==> src/rtl/fcg_pkg.sv <==
package fcg_pkg;
    localparam int DIV_W      = 24;
    localparam int DIV_FRAC_W = 12;

    typedef enum logic [1:0] {
        ST_IDLE  = 2'd0,
        ST_RUN   = 2'd1,
        ST_DRAIN = 2'd2
    } fcg_state_e;

    typedef enum logic [1:0] {
        SRC_GND   = 2'd0,
        SRC_XOSC  = 2'd1,
        SRC_TEST0 = 2'd2,
        SRC_TEST1 = 2'd3
    } fcg_src_e;
endpackage

==> src/rtl/fcg_field_decode.sv <==
module fcg_field_decode
    import fcg_pkg::*;
#(
    parameter int INT_BITS  = 4,
    parameter int FRAC_BITS = 4
) (
    input  logic [DIV_W-1:0]     word_i,
    output logic [INT_BITS-1:0]  int_eff_o,
    output logic [FRAC_BITS-1:0] frac_o,
    output logic                 zero_o
);
    localparam int LSB    = DIV_FRAC_W - FRAC_BITS;
    localparam int IMPL_W = INT_BITS + FRAC_BITS;

    logic [IMPL_W-1:0]   impl;
    logic [INT_BITS-1:0] int_raw;
    logic                word_unused;

    assign impl        = word_i[LSB +: IMPL_W];
    assign int_raw     = impl[IMPL_W-1 -: INT_BITS];
    assign frac_o      = impl[FRAC_BITS-1:0];
    assign zero_o      = (impl == '0);
    // integer parts below two would leave no high or no low phase
    assign int_eff_o   = (int_raw < INT_BITS'(2)) ? INT_BITS'(2) : int_raw;
    assign word_unused = ^word_i;
endmodule

==> src/rtl/fcg_src_mux.sv <==
module fcg_src_mux
    import fcg_pkg::*;
(
    input  logic [1:0] sel_i,
    input  logic       xosc_i,
    input  logic       test0_i,
    input  logic       test1_i,
    output logic       tick_o
);
    always_comb begin
        unique case (fcg_src_e'(sel_i))
            SRC_GND:   tick_o = 1'b0;
            SRC_XOSC:  tick_o = xosc_i;
            SRC_TEST0: tick_o = test0_i;
            SRC_TEST1: tick_o = test1_i;
            default:   tick_o = 1'b0;
        endcase
    end
endmodule

==> src/rtl/fcg_phase_acc.sv <==
module fcg_phase_acc #(
    parameter int FRAC_BITS = 4
) (
    input  logic                 clk,
    input  logic                 rst_n,
    input  logic                 load_i,
    input  logic                 step_i,
    input  logic [FRAC_BITS-1:0] frac_i,
    output logic                 carry_o
);
    logic [FRAC_BITS-1:0] acc;
    logic [FRAC_BITS:0]   sum;

    assign sum     = {1'b0, acc} + {1'b0, frac_i};
    assign carry_o = sum[FRAC_BITS];

    always_ff @(posedge clk or negedge rst_n) begin
        if (!rst_n)      acc <= '0;
        else if (load_i) acc <= frac_i;
        else if (step_i) acc <= sum[FRAC_BITS-1:0];
    end
endmodule

==> src/rtl/frac_clkgen.sv <==
module frac_clkgen
    import fcg_pkg::*;
#(
    parameter int   INT_BITS  = 4,
    parameter int   FRAC_BITS = 4,
    parameter logic ALWAYS_ON = 1'b0
) (
    input  logic        clk,
    input  logic        rst_n,
    input  logic        enable,
    input  logic [1:0]  src_sel,
    input  logic [23:0] div_word,
    input  logic        xosc_tick,
    input  logic        test0_tick,
    input  logic        test1_tick,
    output logic        clk_out,
    output logic        busy
);
    localparam int CNT_W = INT_BITS + 1;

    fcg_state_e           state, nxt;
    logic [DIV_W-1:0]     sh_word;
    logic [1:0]           sh_sel;
    logic [CNT_W-1:0]     cnt, len;
    logic [INT_BITS-1:0]  live_int, run_int, half;
    logic [FRAC_BITS-1:0] live_frac, run_frac, acc_frac;
    logic                 live_zero, run_zero_unused;
    logic                 sel_tick, go, start, wrap, renew, carry;

    fcg_field_decode #(.INT_BITS(INT_BITS), .FRAC_BITS(FRAC_BITS)) u_live_dec (
        .word_i(div_word), .int_eff_o(live_int), .frac_o(live_frac), .zero_o(live_zero));

    fcg_field_decode #(.INT_BITS(INT_BITS), .FRAC_BITS(FRAC_BITS)) u_run_dec (
        .word_i(sh_word), .int_eff_o(run_int), .frac_o(run_frac), .zero_o(run_zero_unused));

    fcg_src_mux u_mux (
        .sel_i(sh_sel), .xosc_i(xosc_tick), .test0_i(test0_tick),
        .test1_i(test1_tick), .tick_o(sel_tick));

    assign go       = ALWAYS_ON | enable;
    assign start    = (state == ST_IDLE) && go && !live_zero;
    assign wrap     = (cnt == len - CNT_W'(1));
    assign renew    = (state == ST_RUN) && sel_tick && wrap && go;
    assign acc_frac = (state == ST_IDLE) ? live_frac : run_frac;
    assign half     = run_int >> 1;

    fcg_phase_acc #(.FRAC_BITS(FRAC_BITS)) u_acc (
        .clk(clk), .rst_n(rst_n), .load_i(start), .step_i(renew),
        .frac_i(acc_frac), .carry_o(carry));

    // next-state logic
    always_comb begin
        nxt = state;
        unique case (state)
            ST_IDLE:  if (start) nxt = ST_RUN;
            ST_RUN: begin
                if (sel_tick && wrap) nxt = go ? ST_RUN : ST_IDLE;
                else if (!go)         nxt = ST_DRAIN;
            end
            ST_DRAIN: if (sel_tick && wrap) nxt = ST_IDLE;
            default:  nxt = ST_IDLE;
        endcase
    end

    // state register
    always_ff @(posedge clk or negedge rst_n) begin
        if (!rst_n) state <= ST_IDLE;
        else        state <= nxt;
    end

    // shadow and period counter
    always_ff @(posedge clk or negedge rst_n) begin
        if (!rst_n) begin
            sh_word <= '0;
            sh_sel  <= '0;
            cnt     <= '0;
            len     <= '0;
        end else if (state == ST_IDLE) begin
            sh_word <= div_word;
            sh_sel  <= src_sel;
            cnt     <= '0;
            len     <= {1'b0, live_int};
        end else if (sel_tick) begin
            cnt <= wrap ? '0 : cnt + CNT_W'(1);
            if (renew) len <= {1'b0, run_int} + CNT_W'(carry);
        end
    end

    // outputs
    always_comb begin
        busy    = (state != ST_IDLE);
        clk_out = busy && (cnt >= len - CNT_W'(half));
    end
endmodule

==> config.mk <==
export PLATFORM = sky130hd
export DESIGN_NAME = frac_clkgen
export DESIGN_NICKNAME = d
export VERILOG_FILES = /design/src/rtl/fcg_pkg.sv /design/src/rtl/fcg_field_decode.sv /design/src/rtl/fcg_src_mux.sv /design/src/rtl/fcg_phase_acc.sv /design/src/rtl/frac_clkgen.sv
export SDC_FILE = /design/constraint.sdc
export NUM_CORES = 1
export LEC_CHECK = 0
export BUFFER_PORTS_ARGS = -buffer_cell sky130_fd_sc_hd__buf_2
export CORE_MARGIN = 10
export CORE_UTILIZATION = 40
export CTS_BUF_LIST = sky130_fd_sc_hd__clkbuf_16
export DETAILED_ROUTE_END_ITERATION = 10
export GPL_TIMING_DRIVEN = 0
export PLACE_DENSITY_LB_ADDON = 0.1
export SLEW_MARGIN = 20
export SYNTH_ARGS = -nofsm -noshare
export SYNTH_HDL_FRONTEND = slang
export SYNTH_SLANG_ARGS = --single-unit
==> constraint.sdc <==
create_clock -name clk -period 3.3 [get_ports clk]
set_input_delay 0.33 -clock clk [delete_from_list [all_inputs] [get_ports clk]]
set_output_delay 0.33 -clock clk [all_outputs]
set_load 0.01 [all_outputs]
# Word level (Yosys, flattened, before mapping)
# Cells that the tools add are included.
# op_classes
n_addsub,5
order_cmp,3
eq_ne,9
muxes,18
n_reduce_logical,17
# op_table
cell,n
$mux W5,6
$mux W4,5
$logic_not A8 Y1,1
$lt A4 B2 Y1 const B,2
$mux W2,4
$reduce_bool A2 Y1,4
$logic_and A1 B1 Y1,7
$eq A2 B2 Y1 const B,3
$pmux W2 S3,1
$add A4 B1 Y5,1
$add A4 B4 Y5,1
$add A5 B1 Y5 const B,1
$eq A5 B5 Y1,1
$ge A5 B5 Y1,1
$sub A5 B1 Y5 const B,1
$sub A5 B3 Y5,1
$eq A2 B1 Y1 const B,2
$logic_not A2 Y1,2
$ne A2 B2 Y1 const B,2
$pmux W1 S4,1
$ne A3 B2 Y1 const B,1
$reduce_and A3 Y1,1
$reduce_and A2 Y1,1
$logic_not A1 Y1,1
$mux W1,1
# totals
reg_bits,34
out_inout_bits,2

# Longest topological paths before layout
# depth
word_depth,8
depth_mapped,13
ltp_nobuf,13

# By module
# A second synthesis with hierarchy kept.
# hier_totals
cells_unflattened,233
hier_area_um2,2513.7
# modules_own_cells
mod,n_inst,cells_each,area_per_inst_um2,seq_area_each_um2
frac_clkgen,1,171,2000.7,950.9
fcg_phase_acc,1,37,329.1,100.1
fcg_field_decode,2,11,80.1,0.0
fcg_src_mux,1,3,23.8,0.0

# Worst setup path before layout
# No wires, ideal clock.
# synth_path
path_kind,register to register
startpoint,reg state[0]
endpoint,reg len[2]
setup_time_ps,135
arrival_time_ps,2729
setup_slack_ps,435
path_stages_with_launch,14
path_cell_list,dfrtp_1 nor2_1 inv_1 nand2_1 nand2_1 ha_1 fa_1 a21o_1 a21o_1 ha_1 ha_1 xor2_1 mux2i_1 o21ai_0
# synth_via
elab_chain_len,7
elab_cells_between_ends,14
classes_between,add/sub: 2; eq/ne: 1; mux: 4; reduce/logical: 7
# synth_rtl
item,line_no,rtl
from (decl),frac_clkgen.sv:21,"fcg_state_e state, nxt;"
from (signal assigned),frac_clkgen.sv:68,else state <= nxt;
$logic_not A2 Y1,"frac_clkgen.sv:44, frac_clkgen.sv:78",
$mux W4,frac_clkgen.sv:44,assign acc_frac = (state == ST_IDLE) ? live_frac : run_frac;
$add A4 B4 Y5,fcg_phase_acc.sv:14,"assign sum = {1'b0, acc} + {1'b0, frac_i};"
$add A4 B1 Y5,frac_clkgen.sv:85,"if (renew) len <= {1'b0, run_int} + CNT_W'(carry);"
$mux W5,frac_clkgen.sv:85,
$mux W5,frac_clkgen.sv:83,end else if (sel_tick) begin
$mux W5,frac_clkgen.sv:78,end else if (state == ST_IDLE) begin
to (signal assigned),frac_clkgen.sv:82,"len <= {1'b0, live_int};"
to (signal assigned),frac_clkgen.sv:85,
to (decl),frac_clkgen.sv:24,"logic [CNT_W-1:0] cnt, len;"
# Parallel ways exist; a longest one is shown, timed or not. The select of a mux whose other input is x is not followed.
# A chain may end at the register's enable or synchronous reset.

# Final worst setup path
# layout_path
startpoint,reg sh_word[14]
endpoint,out clk_out
# layout_via
elab_chain_len,5
# layout_rtl
item,line_no,rtl
from (decl),frac_clkgen.sv:22,logic [DIV_W-1:0] sh_word;
from (signal assigned),frac_clkgen.sv:79,sh_word <= div_word;
$lt A4 B2 Y1,fcg_field_decode.sv:24,assign int_eff_o = (int_raw < INT_BITS'(2)) ? INT_BITS'(2) : int_raw;
$mux W4 *,fcg_field_decode.sv:24,
$sub A5 B3 Y5 *,frac_clkgen.sv:92,clk_out = busy && (cnt >= len - CNT_W'(half));
$ge A5 B5 Y1 *,frac_clkgen.sv:92,
$logic_and A1 B1 Y1 *,frac_clkgen.sv:92,
to (decl),frac_clkgen.sv:16,"output logic clk_out,"
# Every way passes the cells marked *; elsewhere a longest branch is shown, timed or not.

==> impl_metrics.json <==
{
  "outcome": "finished, final reports clean",
  "path_buf_inv": 1,
  "path_delay_family": "adder cells",
  "ys_seq_elements": 26,
  "crit_fanout": 7,
  "syn-instance-count": 181,
  "yosysMostFrequentCell": "nand2_1",
  "power_density_nw_per_um2": 1020,
  "slowest_delay_ns": 0.47,
  "worstMarginPinSlew_ns": 0.692,
  "grt-ovfl-total": 0,
  "cp-start-kind": "flop",
  "dp_cells": 248,
  "fmax_mhz": 323,
  "start_util": 0.421,
  "vdd_drop_max_uv": 520,
  "final-hold-violation-count": 0,
  "antenna_found_initial": 0,
  "critPathCaptureType": "output port",
  "grt.total_usage": 0.108,
  "synth_top_area_cell": "dfrtp_1",
  "slew_headroom": 0.535,
  "p_leak_uw": 0.000976,
  "setup_viol": 0,
  "coreArea_um2": 4060,
  "instances_no_fill": 251,
  "first_iter_violations": 69,
  "total_power_uw": 1970,
  "fin_nets": 253,
  "clkTransAtPathRegs_ns": 0.06,
  "io_pins": 34,
  "synth_top_area_frac": 0.381,
  "fin_crit_sh": 0.938,
  "htreeDepth": 1,
  "port_buffers": 17,
  "syn-num-nets": 231,
  "synth_edf_count": 0,
  "path_class": "flop to output port",
  "critical-path-slowest-cell": "dfrtp_1",
  "fin_skew_ns": 0.00112,
  "cap_violations": 0,
  "drtAntennaViolNets": 0,
  "hpwl_um": 3010,
  "avgSynthCellArea_um2": 9.44,
  "ys_seq_area_frac": 0.381,
  "synth_async_sr_flop_share": 1.00,
  "n_antenna_cell": 0,
  "grt_setup_unrepaired": "false",
  "die_x_um": 85.3,
  "num_rows": 23,
  "yosysWarningCount": 0,
  "syn_area_um2": 1710,
  "cts.sinks": 26,
  "wl_per_cell_um": 15.1,
  "synth_commonest_cells": "31 x nand2_1, 26 x dfrtp_1, 16 x ha_1",
  "required_ns": 2.97,
  "place_congestion": 0.881,
  "cts-root-buf": "clkbuf_16",
  "clk-insertion-delay-late_ns": 0.25,
  "drive_gt1_frac": 0.139,
  "synth-main-ff-cell": "dfrtp_1",
  "cts_buffer_depth": 2,
  "grt_pass1_wl_um": 6610,
  "r2r_start": "state[0]$_DFFE_PN0P_",
  "startpoint": "sh_word[14]$_DFFE_PN0P_",
  "wl_um": 3790,
  "r2r_end": "len[2]$_DFFE_PN0P_",
  "cts_tree": "built",
  "dr.pass1.iters": 4,
  "cts_buffers": 3,
  "timing.critical_path.mode_cell": "a21o_1",
  "r2r_slack_ns": 0.25,
  "pre_cts_ws_ns": -0.149,
  "final.min_clock_period_ns": 3.09,
  "setup_ws_ns": 0.205,
  "synth.area.top_cells": "dfrtp_1 38%, ha_1 12%, nand2_1 6.8%, xnor2_1 4.1%, a21o_1 3.1%",
  "num_vias": 1380,
  "viasPerCell": 5.50,
  "grt_pass1_vias": 1472,
  "grt_max_degree": 27,
  "cp_cell_sequence": "o21bai_1 -> ha_1 -> fa_1 -> ha_1 -> a21o_1 -> a21o_1 -> a21o_1 -> a21oi_1 -> nor2_1 -> buf_2",
  "synth_cell_types": 38,
  "syn2layout_area_growth_pct": 13.5,
  "remaining_drc_errors": 0,
  "die_area_um2": 7280,
  "drv_slew": 0,
  "hold_path.class": "primary input to async pin",
  "rr_worst_depth": 13,
  "arrival_ns": 2.76,
  "die_h_um": 85.3
}
-- cells in the final DEF, fill, tap and decap left out, types with 2 or more instances in the layout --
cell | synthesis | final
a21o_1 | 7 | 7
a21oi_1 | 7 | 7
a22o_1 | 2 | 2
a31oi_1 | 2 | 2
buf_2 | 1 | 18
clkbuf_1 | 3 | 3
clkbuf_16 | 0 | 3
dfrtp_1 | 26 | 26
fa_1 | 2 | 2
ha_1 | 16 | 16
inv_1 | 10 | 10
mux2_2 | 2 | 2
mux2i_1 | 3 | 3
nand2_1 | 31 | 31
nand2b_1 | 3 | 3
nand3_1 | 8 | 8
nor2_1 | 6 | 5
nor3_1 | 6 | 6
o21a_1 | 5 | 5
o21ai_0 | 8 | 8
o22a_1 | 3 | 3
xnor2_1 | 8 | 8
xor2_1 | 6 | 6
-- kinds of logic (layout without fill, tap and decap cells) --
logic type | count (synthesis) | after routing | synth area share
flops | 26 | 26 | 0.381
compound gates | 43 | 43 | 0.179
simple gates | 61 | 61 | 0.165
mux | 5 | 5 | 0.0308
buf+inv | 14 | 34 | 0.0315
xor+xnor | 14 | 14 | 0.0718
fa+ha+maj | 18 | 18 | 0.141
-- cell type report --
type / count / area (um^2)
plain buffers: 4 / 16.3
clock buffers: 3 / 75.1
fillers: 395 / 2120
inverters: 10 / 37.5
multi-input cells: 141 / 1010
flip-flops and latches: 26 / 651
well taps: 50 / 62.6
repair buffers: 17 / 85.1
-- metrics by stage --
step,cell area (um^2),hold WS (ns),utilization,TNS (ns)
final,1940,0.0742,0.478,0
after global routing,1940,0.116,0.478,0
after CTS,1930,0.0932,0.476,0
after detailed placement,1860,0.373,0.457,-0.186
after global placement,1860,0.364,0.457,-0.0916
after floorplan,1710,0.0344,-,0
-- layer usage --
layer / GRT usage / share of wire / vias up
li1: - / - / 681
met1: 0.122 / 0.45 / 675
met2: 0.188 / 0.50 / 22
met3: 0.0229 / 0.039 / 2
met4: 0.0464 / 0.0050 / 0
met5: 0 / 0 / -
-- what timing repair did --
item / 4_1_cts / 5_1_grt
setup buffers: 0 / 0
hold buffers: 0 / 0
resized for setup: 1 / 1
setup endpoints to repair: 2 / 1
-- state kept, by name (all words and copies together) (netlist names) --
register / flops
cnt: 5
len: 5
sh_word: 8
sh_sel: 2
u_acc.acc: 4
state: 2
-- power by group --
part	internal, uW	switching (uW)
registers	449	147
clock network	160	104
logic	535	575
total	1150	826
-- how the worst max path moves through the flow --
stage                                    end  slack, ns  depth (start not counted)
after global placement    len[2]$_DFFE_PN0P_      -0.09                         13
after global routing                 clk_out       0.02                         10
after detailed placement  len[2]$_DFFE_PN0P_      -0.15                         13
final                                clk_out       0.21                         10
after floorplan           len[2]$_DFFE_PN0P_       0.44                         13
after CTS                 len[2]$_DFFE_PN0P_       0.08                         13
(Power assumes the default switching activity.)
